**src/rtl/dmt_pkg.sv**
```systemverilog
package dmt_pkg;
  typedef enum logic {
    TICK_BUS = 1'b0,
    TICK_EXT = 1'b1
  } tick_src_e;

  localparam int DMT_N_CMP = 2;
endpackage

```
**src/rtl/dmt_tick_sel.sv**
```systemverilog
module dmt_tick_sel
  import dmt_pkg::*;
(
  input  tick_src_e src_i,
  input  logic      bus_tick_i,
  input  logic      ext_tick_i,
  output logic      tick_o
);
  always_comb begin
    unique case (src_i)
      TICK_EXT: tick_o = ext_tick_i;
      default:  tick_o = bus_tick_i;
    endcase
  end
endmodule

```
**src/rtl/dmt_qualify.sv**
```systemverilog
module dmt_qualify #(
  parameter int W = 32,
  parameter int N = 2
) (
  input  logic [N-1:0][W-1:0] cmp_i,
  input  logic [W-1:0]        reload_i,
  output logic [N-1:0][W-1:0] qual_o,
  output logic                any_zero_o
);
  logic [N-1:0] is_zero;

  for (genvar i = 0; i < N; i++) begin : g_cmp
    // a compare value at or above the start value collapses to zero
    assign qual_o[i]  = (cmp_i[i] < reload_i) ? cmp_i[i] : '0;
    assign is_zero[i] = (qual_o[i] == '0);
  end

  assign any_zero_o = |is_zero;
endmodule

```
**src/rtl/dmt_core.sv**
```systemverilog
module dmt_core #(
  parameter int W = 32,
  parameter int N = 2
) (
  input  logic                clk,
  input  logic                rst_n,
  input  logic                run_i,
  input  logic                tick_i,
  input  logic                wrap_irq_i,
  input  logic                wr_count_i,
  input  logic                wr_reload_i,
  input  logic [W-1:0]        wr_data_i,
  input  logic [W-1:0]        reload_i,
  input  logic [N-1:0][W-1:0] qual_i,
  input  logic                any_zero_i,
  output logic [W-1:0]        cnt_o,
  output logic                run_q_o,
  output logic                event_o
);
  localparam logic [W-1:0] ONE = {{(W-1){1'b0}}, 1'b1};

  logic [W-1:0] cnt_q, cnt_d, dec;
  logic         run_q;
  logic         rise, live, kick, step;
  logic [N-1:0] hit;

  assign dec  = cnt_q - ONE;
  assign rise = run_i & ~run_q;
  assign live = run_i & run_q;
  assign kick = live & wr_reload_i & (reload_i == '0) & (wr_data_i != '0);
  assign step = live & tick_i & ~wr_count_i & ~kick;

  for (genvar i = 0; i < N; i++) begin : g_hit
    assign hit[i] = (qual_i[i] == dec);
  end

  always_comb begin
    cnt_d = cnt_q;
    if (rise)                  cnt_d = reload_i;
    else if (live & wr_count_i) cnt_d = wr_data_i;
    else if (kick)             cnt_d = wr_data_i;
    else if (step)             cnt_d = (cnt_q == '0) ? reload_i : dec;
  end

  always_comb begin
    event_o = 1'b0;
    if (step && cnt_q != '0) begin
      if (dec == '0) event_o = wrap_irq_i | any_zero_i;
      else           event_o = |hit;
    end
  end

  always_ff @(posedge clk) begin
    if (!rst_n) begin
      cnt_q <= '0;
      run_q <= 1'b0;
    end else begin
      cnt_q <= cnt_d;
      run_q <= run_i;
    end
  end

  assign cnt_o   = cnt_q;
  assign run_q_o = run_q;
endmodule

```
**src/rtl/dmt_channel.sv**
```systemverilog
module dmt_channel
  import dmt_pkg::*;
#(
  parameter int W = 32
) (
  input  logic         clk,
  input  logic         rst_n,
  input  logic         ctl_run,
  input  logic         ctl_ext_sel,
  input  logic         ctl_wrap_irq,
  input  logic         bus_tick,
  input  logic         ext_tick,
  input  logic         wr_count,
  input  logic         wr_reload,
  input  logic         wr_cmp_a,
  input  logic         wr_cmp_b,
  input  logic [W-1:0] wr_data,
  output logic [W-1:0] count_o,
  output logic         irq_o
);
  localparam int N = DMT_N_CMP;

  logic [W-1:0]        reload_q;
  logic [N-1:0][W-1:0] cmp_q;
  logic [N-1:0][W-1:0] qual;
  logic [N-1:0]        wr_cmp;
  logic                any_zero, tick, evt, run_q, irq_q;
  logic [W-1:0]        cnt;

  assign wr_cmp = {wr_cmp_b, wr_cmp_a};

  always_ff @(posedge clk) begin
    if (!rst_n) begin
      reload_q <= '0;
      irq_q    <= 1'b0;
    end else begin
      if (wr_reload) reload_q <= wr_data;
      if (evt)       irq_q    <= ~irq_q;
    end
  end

  for (genvar i = 0; i < N; i++) begin : g_cmp_reg
    always_ff @(posedge clk) begin
      if (!rst_n)         cmp_q[i] <= '0;
      else if (wr_cmp[i]) cmp_q[i] <= wr_data;
    end
  end

  dmt_tick_sel u_tick (
    .src_i      (tick_src_e'(ctl_ext_sel)),
    .bus_tick_i (bus_tick),
    .ext_tick_i (ext_tick),
    .tick_o     (tick)
  );

  dmt_qualify #(.W(W), .N(N)) u_qual (
    .cmp_i      (cmp_q),
    .reload_i   (reload_q),
    .qual_o     (qual),
    .any_zero_o (any_zero)
  );

  dmt_core #(.W(W), .N(N)) u_core (
    .clk         (clk),
    .rst_n       (rst_n),
    .run_i       (ctl_run),
    .tick_i      (tick),
    .wrap_irq_i  (ctl_wrap_irq),
    .wr_count_i  (wr_count),
    .wr_reload_i (wr_reload),
    .wr_data_i   (wr_data),
    .reload_i    (reload_q),
    .qual_i      (qual),
    .any_zero_i  (any_zero),
    .cnt_o       (cnt),
    .run_q_o     (run_q),
    .event_o     (evt)
  );

  assign count_o = run_q ? cnt : reload_q;
  assign irq_o   = irq_q;
endmodule

```
**config.mk**
```make
export PLATFORM = sky130hd
export DESIGN_NAME = dmt_channel
export DESIGN_NICKNAME = d
export VERILOG_FILES = /design/src/rtl/dmt_pkg.sv /design/src/rtl/dmt_tick_sel.sv /design/src/rtl/dmt_qualify.sv /design/src/rtl/dmt_core.sv /design/src/rtl/dmt_channel.sv
export SDC_FILE = /design/constraint.sdc
export NUM_CORES = 1
export LEC_CHECK = 0
export ABC_AREA = 0
export BUFFER_PORTS_ARGS = -buffer_cell sky130_fd_sc_hd__buf_4
export CORE_ASPECT_RATIO = 2
export CORE_MARGIN = 2
export CORE_UTILIZATION = 54
export CTS_CLUSTER_SIZE = 20
export DETAILED_ROUTE_END_ITERATION = 10
export PLACE_DENSITY = 0.84
export SETUP_SLACK_MARGIN = 0.1
export SLEW_MARGIN = 20
export SYNTH_ARGS = -nofsm -noshare
export SYNTH_HDL_FRONTEND = slang
export SYNTH_SLANG_ARGS = --single-unit
```
**constraint.sdc**
```tcl
create_clock -name clk -period 4.46 [get_ports clk]
set_input_delay 0.669 -clock clk [delete_from_list [all_inputs] [get_ports clk]]
set_output_delay 0.669 -clock clk [all_outputs]
set_load 0.01 [all_outputs]
```
# [Yosys cells after proc, flatten, opt, wreduce, memory -nomap -nowiden]
# Index checks and enable logic that the tools add are counted.
[totals] reg_bits=130 in_bits=43 output_inout_bits=33
[classes] n_eq_ne=2 add_sub_neg=1 n_mux=11 bitwise_logic=14 reduce_logical=11 n_lt_le_gt_ge=2
[op_table] cell="$mux 32" count=8
[op_table] cell="$logic_not 32->1" count=5
[op_table] cell="$eq 32x32->1" count=2
[op_table] cell="$lt 32x32->1" count=2
[op_table] cell="$reduce_bool 32->1" count=2
[op_table] cell="$sub 32x1->32 const B" count=1
[op_table] cell="$and 1x1->1" count=9
[op_table] cell="$not 1->1" count=4
[op_table] cell="$reduce_bool 4->1" count=1
[op_table] cell="$reduce_or 2->1" count=2
[op_table] cell="$mux 1" count=3
[op_table] cell="$logic_and 1x1->1" count=1
[op_table] cell="$or 1x1->1" count=1

# [Longest topological paths before layout]
[depth] depth_word=10 mapped_depth=14 mapped_depth_nobuf=12

# [Cells and area by module]
# A second synthesis with hierarchy kept.
[unflattened] cells_unflattened=1252 hier_area_um2=10867.9
[modules_own_cells] module="dmt_core" seq_area_each_um2=660.6 n_inst=1 area_per_inst_um2=4539.4 cells_per_inst=618
[modules_own_cells] module="dmt_channel" seq_area_each_um2=1941.9 n_inst=1 area_per_inst_um2=4287.9 cells_per_inst=349
[modules_own_cells] module="dmt_qualify" seq_area_each_um2=0.0 n_inst=1 area_per_inst_um2=2025.7 cells_per_inst=284
[modules_own_cells] module="dmt_tick_sel" seq_area_each_um2=0.0 n_inst=1 area_per_inst_um2=15.0 cells_per_inst=1

# [Worst setup path after synthesis]
# No wires, ideal clock.
[synth_path] path_kind="flip-flop to flip-flop" start="reg reload_q[28]" end="reg irq_q, in the netlist irq_o" synth_period_minus_slack_ps=3361 stages_incl_launch_ff=14 setup_time_ps=82 slack_ps=1099 required_time_ps=4378 t_arrival_ps=3279 cell_sequence="dfxtp_1 > inv_1 > ha_1 > nand4_1 > or4_1 > a2111oi_4 > or2_2 > buf_2 > buf_2 > a21oi_1 > o2111ai_1 > nor4_2 > or4_1 > o2111ai_1"
[synth_between] elab_chain_cells=7 word_cells_on_any_way=19 classes_between="order compare: 2; eq/ne: 2; mux: 4; bitwise: 5; reduce/logical: 6"
[synth_rtl] item="start, declared" line="dmt_channel.sv:23" rtl="logic [W-1:0] reload_q;"
[synth_rtl] item="start signal, assigned" line="dmt_channel.sv:37" rtl="if (wr_reload) reload_q <= wr_data;"
[synth_rtl] item="$lt 32x32->1 / $logic_not 32->1 (equally long branches)" line="dmt_qualify.sv:14, dmt_core.sv:30"
[synth_rtl] item="$mux 32 / $and 1x1->1 (equally long branches)" line="dmt_qualify.sv:14, dmt_core.sv:30"
[synth_rtl] item="$logic_not 32->1 / $and 1x1->1 (equally long branches)" line="dmt_qualify.sv:15, dmt_core.sv:30"
[synth_rtl] item="$reduce_or 2->1 / $not 1->1 (equally long branches)" line="dmt_qualify.sv:18, dmt_core.sv:31"
[synth_rtl] item="$or 1x1->1 / $and 1x1->1 (equally long branches)" line="dmt_core.sv:48, dmt_core.sv:31"
[synth_rtl] item="$mux 1 / $logic_and 1x1->1 (equally long branches)" line="dmt_core.sv:48, dmt_core.sv:47"
[synth_rtl] item="$mux 1 (*)" line="dmt_core.sv:47" rtl="if (step && cnt_q != '0) begin"
[synth_rtl] item="end signal, assigned" line="dmt_channel.sv:38" rtl="if (evt) irq_q <= ~irq_q;"
[synth_rtl] item="end, declared" line="dmt_channel.sv:27" rtl="logic any_zero, tick, evt, run_q, irq_q;"
# Every way passes the cells marked *; elsewhere a longest branch is shown, timed or not.
# A chain may end at the register's enable or synchronous reset.

# [Final worst setup path]
[layout_path] start="reg reload_q[23]" end="reg irq_q, in the netlist irq_o"
# The elaborated chain is that of the path after synthesis.

==> impl_metrics.json <==
{
  "status": "completed",
  "syn_inst": 1234,
  "cts_buffers": 17,
  "switching_power_uw": 1750,
  "port_buffers": 75,
  "power_frac_seq": 0.316,
  "synth-seq-cells": 130,
  "switching_share": 0.399,
  "yosysWarnings": 0,
  "synth_top_cell_area_share": 0.250,
  "worstReg2RegStart": "reload_q[23]",
  "synth_fp_nets": 1342,
  "coreArea_mm2": 0.0188,
  "routedWlPerCell_um": 30.2,
  "max-vdd-ir-drop_v": 0.000335,
  "first_global_vias": 11193,
  "cts_tree": "built",
  "grt_overflow": 0,
  "nets": 1435,
  "cts_resized": 0,
  "tns_ps": 0,
  "grt_pass1_wl_mm": 69.9,
  "hold_path.class": "input pin to flip-flop",
  "fin_crit_ps": 4160,
  "worstMarginPinSlew_ps": 1070,
  "ctsHoldBuffers": 0,
  "ctsRootBufferMaster": "clkbuf_16",
  "finalClockSkew_ps": 8.00,
  "async_flop_share": 0,
  "crit_path_end_kind": "flip-flop",
  "crit_end": "irq_o",
  "antenna_found_initial": 1,
  "grt_usage": 0.477,
  "synthesis.area_mm2": 0.0104,
  "grt_start_max_net_pins": 77,
  "worstPathArrival_ps": 4490,
  "nFillCells": 1632,
  "vias": 11211,
  "yosys-top-cells-area": "dfxtp_1 25%, mux2i_1 10%, ha_1 7.8%",
  "ant_nets": 0,
  "ios": 76,
  "comb_power_share": 0.372,
  "rsz0062_at_grt": "no",
  "post_drt_via_cell_ratio": 7.02,
  "utilization": 0.644,
  "yosysMostFrequentCell": "dfxtp_1",
  "clock.fmax_mhz": 240,
  "gp_congestion": 1.17,
  "dpl.hpwl_mm": 36.7,
  "timing.hold.ws_ps": 465,
  "maxCapViolCount": 0,
  "synth_cell_types": 76,
  "insertion_delay_ps": 460,
  "die_area_mm2": 0.0204,
  "synth_common_cells": "130 x dfxtp_1, 106 x nor2b_1, 104 x mux2i_1",
  "synth_top_flop_cell": "dfxtp_1",
  "finalSetupViolations": 0,
  "slew_headroom": 0.282,
  "drt-pass1-iter-count": 8,
  "drtIter0Drc": 967,
  "leakagePower_uw": 0.00501,
  "min_period_over_period": 0.932,
  "ff2ff_setup_slack_ps": 300,
  "clock_power_share": 0.312,
  "cp-startpoint": "reload_q[23]",
  "syn_area_per_cell_um2": 8.42,
  "clkTransAtPathRegs_ps": 60,
  "cts_setup_buffers": 0,
  "die-height_um": 200,
  "drc": 0,
  "fin_cells": 1596,
  "die_w_um": 102,
  "htree_levels": 4,
  "drive_above_1_share": 0.160,
  "synth_edf_count": 0,
  "area.growth.synth_to_final_pct": 16.7,
  "final_area_mm2": 0.0121,
  "power.internal_uw": 2640,
  "seq_area_frac_synth": 0.250,
  "crit_type": "flip-flop to flip-flop",
  "routed_wl_mm": 48.2,
  "crit_required_ps": 4790,
  "dpl_cell_area_mm2": 0.0115,
  "cp_max_fo": 10,
  "start_util": 0.552,
  "slew_violations": 0,
  "r2r_end": "irq_o",
  "power_density_mw_per_mm2": 362,
  "rows": 71,
  "hold_violations": 0,
  "cts_sinks": 130,
  "worstRegToRegCells": 13,
  "crit_path_start_kind": "flip-flop",
  "place_inst": 1563,
  "clock_path_buffers": 2,
  "yosysTopAreaCell": "dfxtp_1"
}
cell type report:
cell class              instances  area [um^2]  share of cell area
flip-flops and latches        130         2600               0.215
diodes                          1         2.50            0.000206
multi-input cells             981         7310               0.603
repair buffers                153         1160              0.0957
well taps                     255          319              0.0263
clock buffers                  24          502              0.0414
inverters                      44          165              0.0136
clock inverters                 8         67.6             0.00557
metrics by stage:
stage,total power (uW),setup slack [ps]
2_1_floorplan,2270,1100
3_3_place_gp,2940,319
3_5_place_dp,2950,369
4_1_cts,4310,352
5_1_grt,4530,191
6_report,4390,301
worst min-delay path by stage:
stage / start / end / slack [ps] / cells past startpoint
6_report: ctl_run / u_core.run_q_o / 470 / 2
5_1_grt: ctl_run / u_core.run_q_o / 460 / 2
4_1_cts: ctl_run / u_core.run_q_o / 450 / 2
3_5_place_dp: reload_q[8] / u_core.cnt_o[8] / 490 / 2
3_3_place_gp: reload_q[9] / u_core.cnt_o[9] / 490 / 2
2_1_floorplan: reload_q[12] / u_core.cnt_o[12] / 470 / 2
critical path, cell delays in order (launching register included):
cell and delay, ps:
dfxtp_1 420, inv_1 120, ha_1 320, nand2_1 110, o21ai_0 410, a221oi_1 420
nand3_1 390, buf_4 330, a311oi_1 580, o22a_1 250, o211ai_1 120, nor4_2 270
or4_1 150, o2111ai_1 120
power by group through the flow:
stage	sequential, uW	clock [uW]	combinational, uW
final	1390	1370	1630
after detailed placement	1400	0	1550
after floorplan	1320	0	947
after global routing	1390	1420	1710
after CTS	1380	1380	1560
after global placement	1400	0	1540
kinds of logic (layout without fill, tap and decap cells):
| group | Yosys count | after routing | synth area share |
|---|---|---|---|
| simple gates | 480 | 480 | 0.260 |
| compound gates | 277 | 277 | 0.192 |
| flops | 130 | 130 | 0.250 |
| buf+inv | 123 | 229 | 0.0481 |
| mux | 107 | 107 | 0.103 |
| fa+ha+maj | 65 | 65 | 0.0782 |
| xor+xnor | 52 | 52 | 0.0679 |
| other cells | 0 | 1 | 0 |
cell usage in the layout (no fill, tap or decap), types with 7 or more instances in the layout:
| cell | n |
|---|---|
| and4_1 | 7 |
| o31ai_1 | 8 |
| o311ai_0 | 11 |
| inv_1 | 44 |
| a32oi_1 | 10 |
| nand2_1 | 95 |
| xnor2_1 | 19 |
| o21ai_0 | 71 |
| nor2_1 | 80 |
| nor2b_1 | 106 |
| or3_1 | 10 |
| or4_1 | 9 |
| o221ai_1 | 15 |
| o211ai_1 | 7 |
| buf_4 | 152 |
| nor3_1 | 28 |
| nor3b_1 | 13 |
| a211oi_1 | 14 |
| a21boi_0 | 20 |
| o32ai_1 | 8 |
| nand4_1 | 27 |
| and2_1 | 7 |
| nor4b_1 | 7 |
| nand3_1 | 15 |
| ha_1 | 65 |
| xnor3_1 | 16 |
| xor2_1 | 15 |
| a21oi_1 | 32 |
| o21a_1 | 7 |
| clkbuf_16 | 17 |
| mux2i_1 | 104 |
| dfxtp_1 | 129 |
| nor4_1 | 31 |
| nand2b_1 | 10 |
| o2111ai_1 | 11 |
| a222oi_1 | 16 |
routing by layer:
| layer | GRT usage | vias up | wire, um | part of all wire |
|---|---|---|---|---|
| li1 | - | 4818 | - | - |
| met1 | 0.452 | 5250 | 14800 | 0.31 |
| met2 | 0.762 | 789 | 22700 | 0.47 |
| met3 | 0.143 | 354 | 4280 | 0.089 |
| met4 | 0.497 | 0 | 6430 | 0.13 |
| met5 | 0 | - | 0 | 0 |
flip-flops by register name, indices dropped and copies added (netlist names):
name            cells
irq_o               1
u_core.cnt_o       32
u_core.run_q_o      1
reload_q           32
cmp_q              64
No activity file was read; power rests on OpenSTA's default activity.
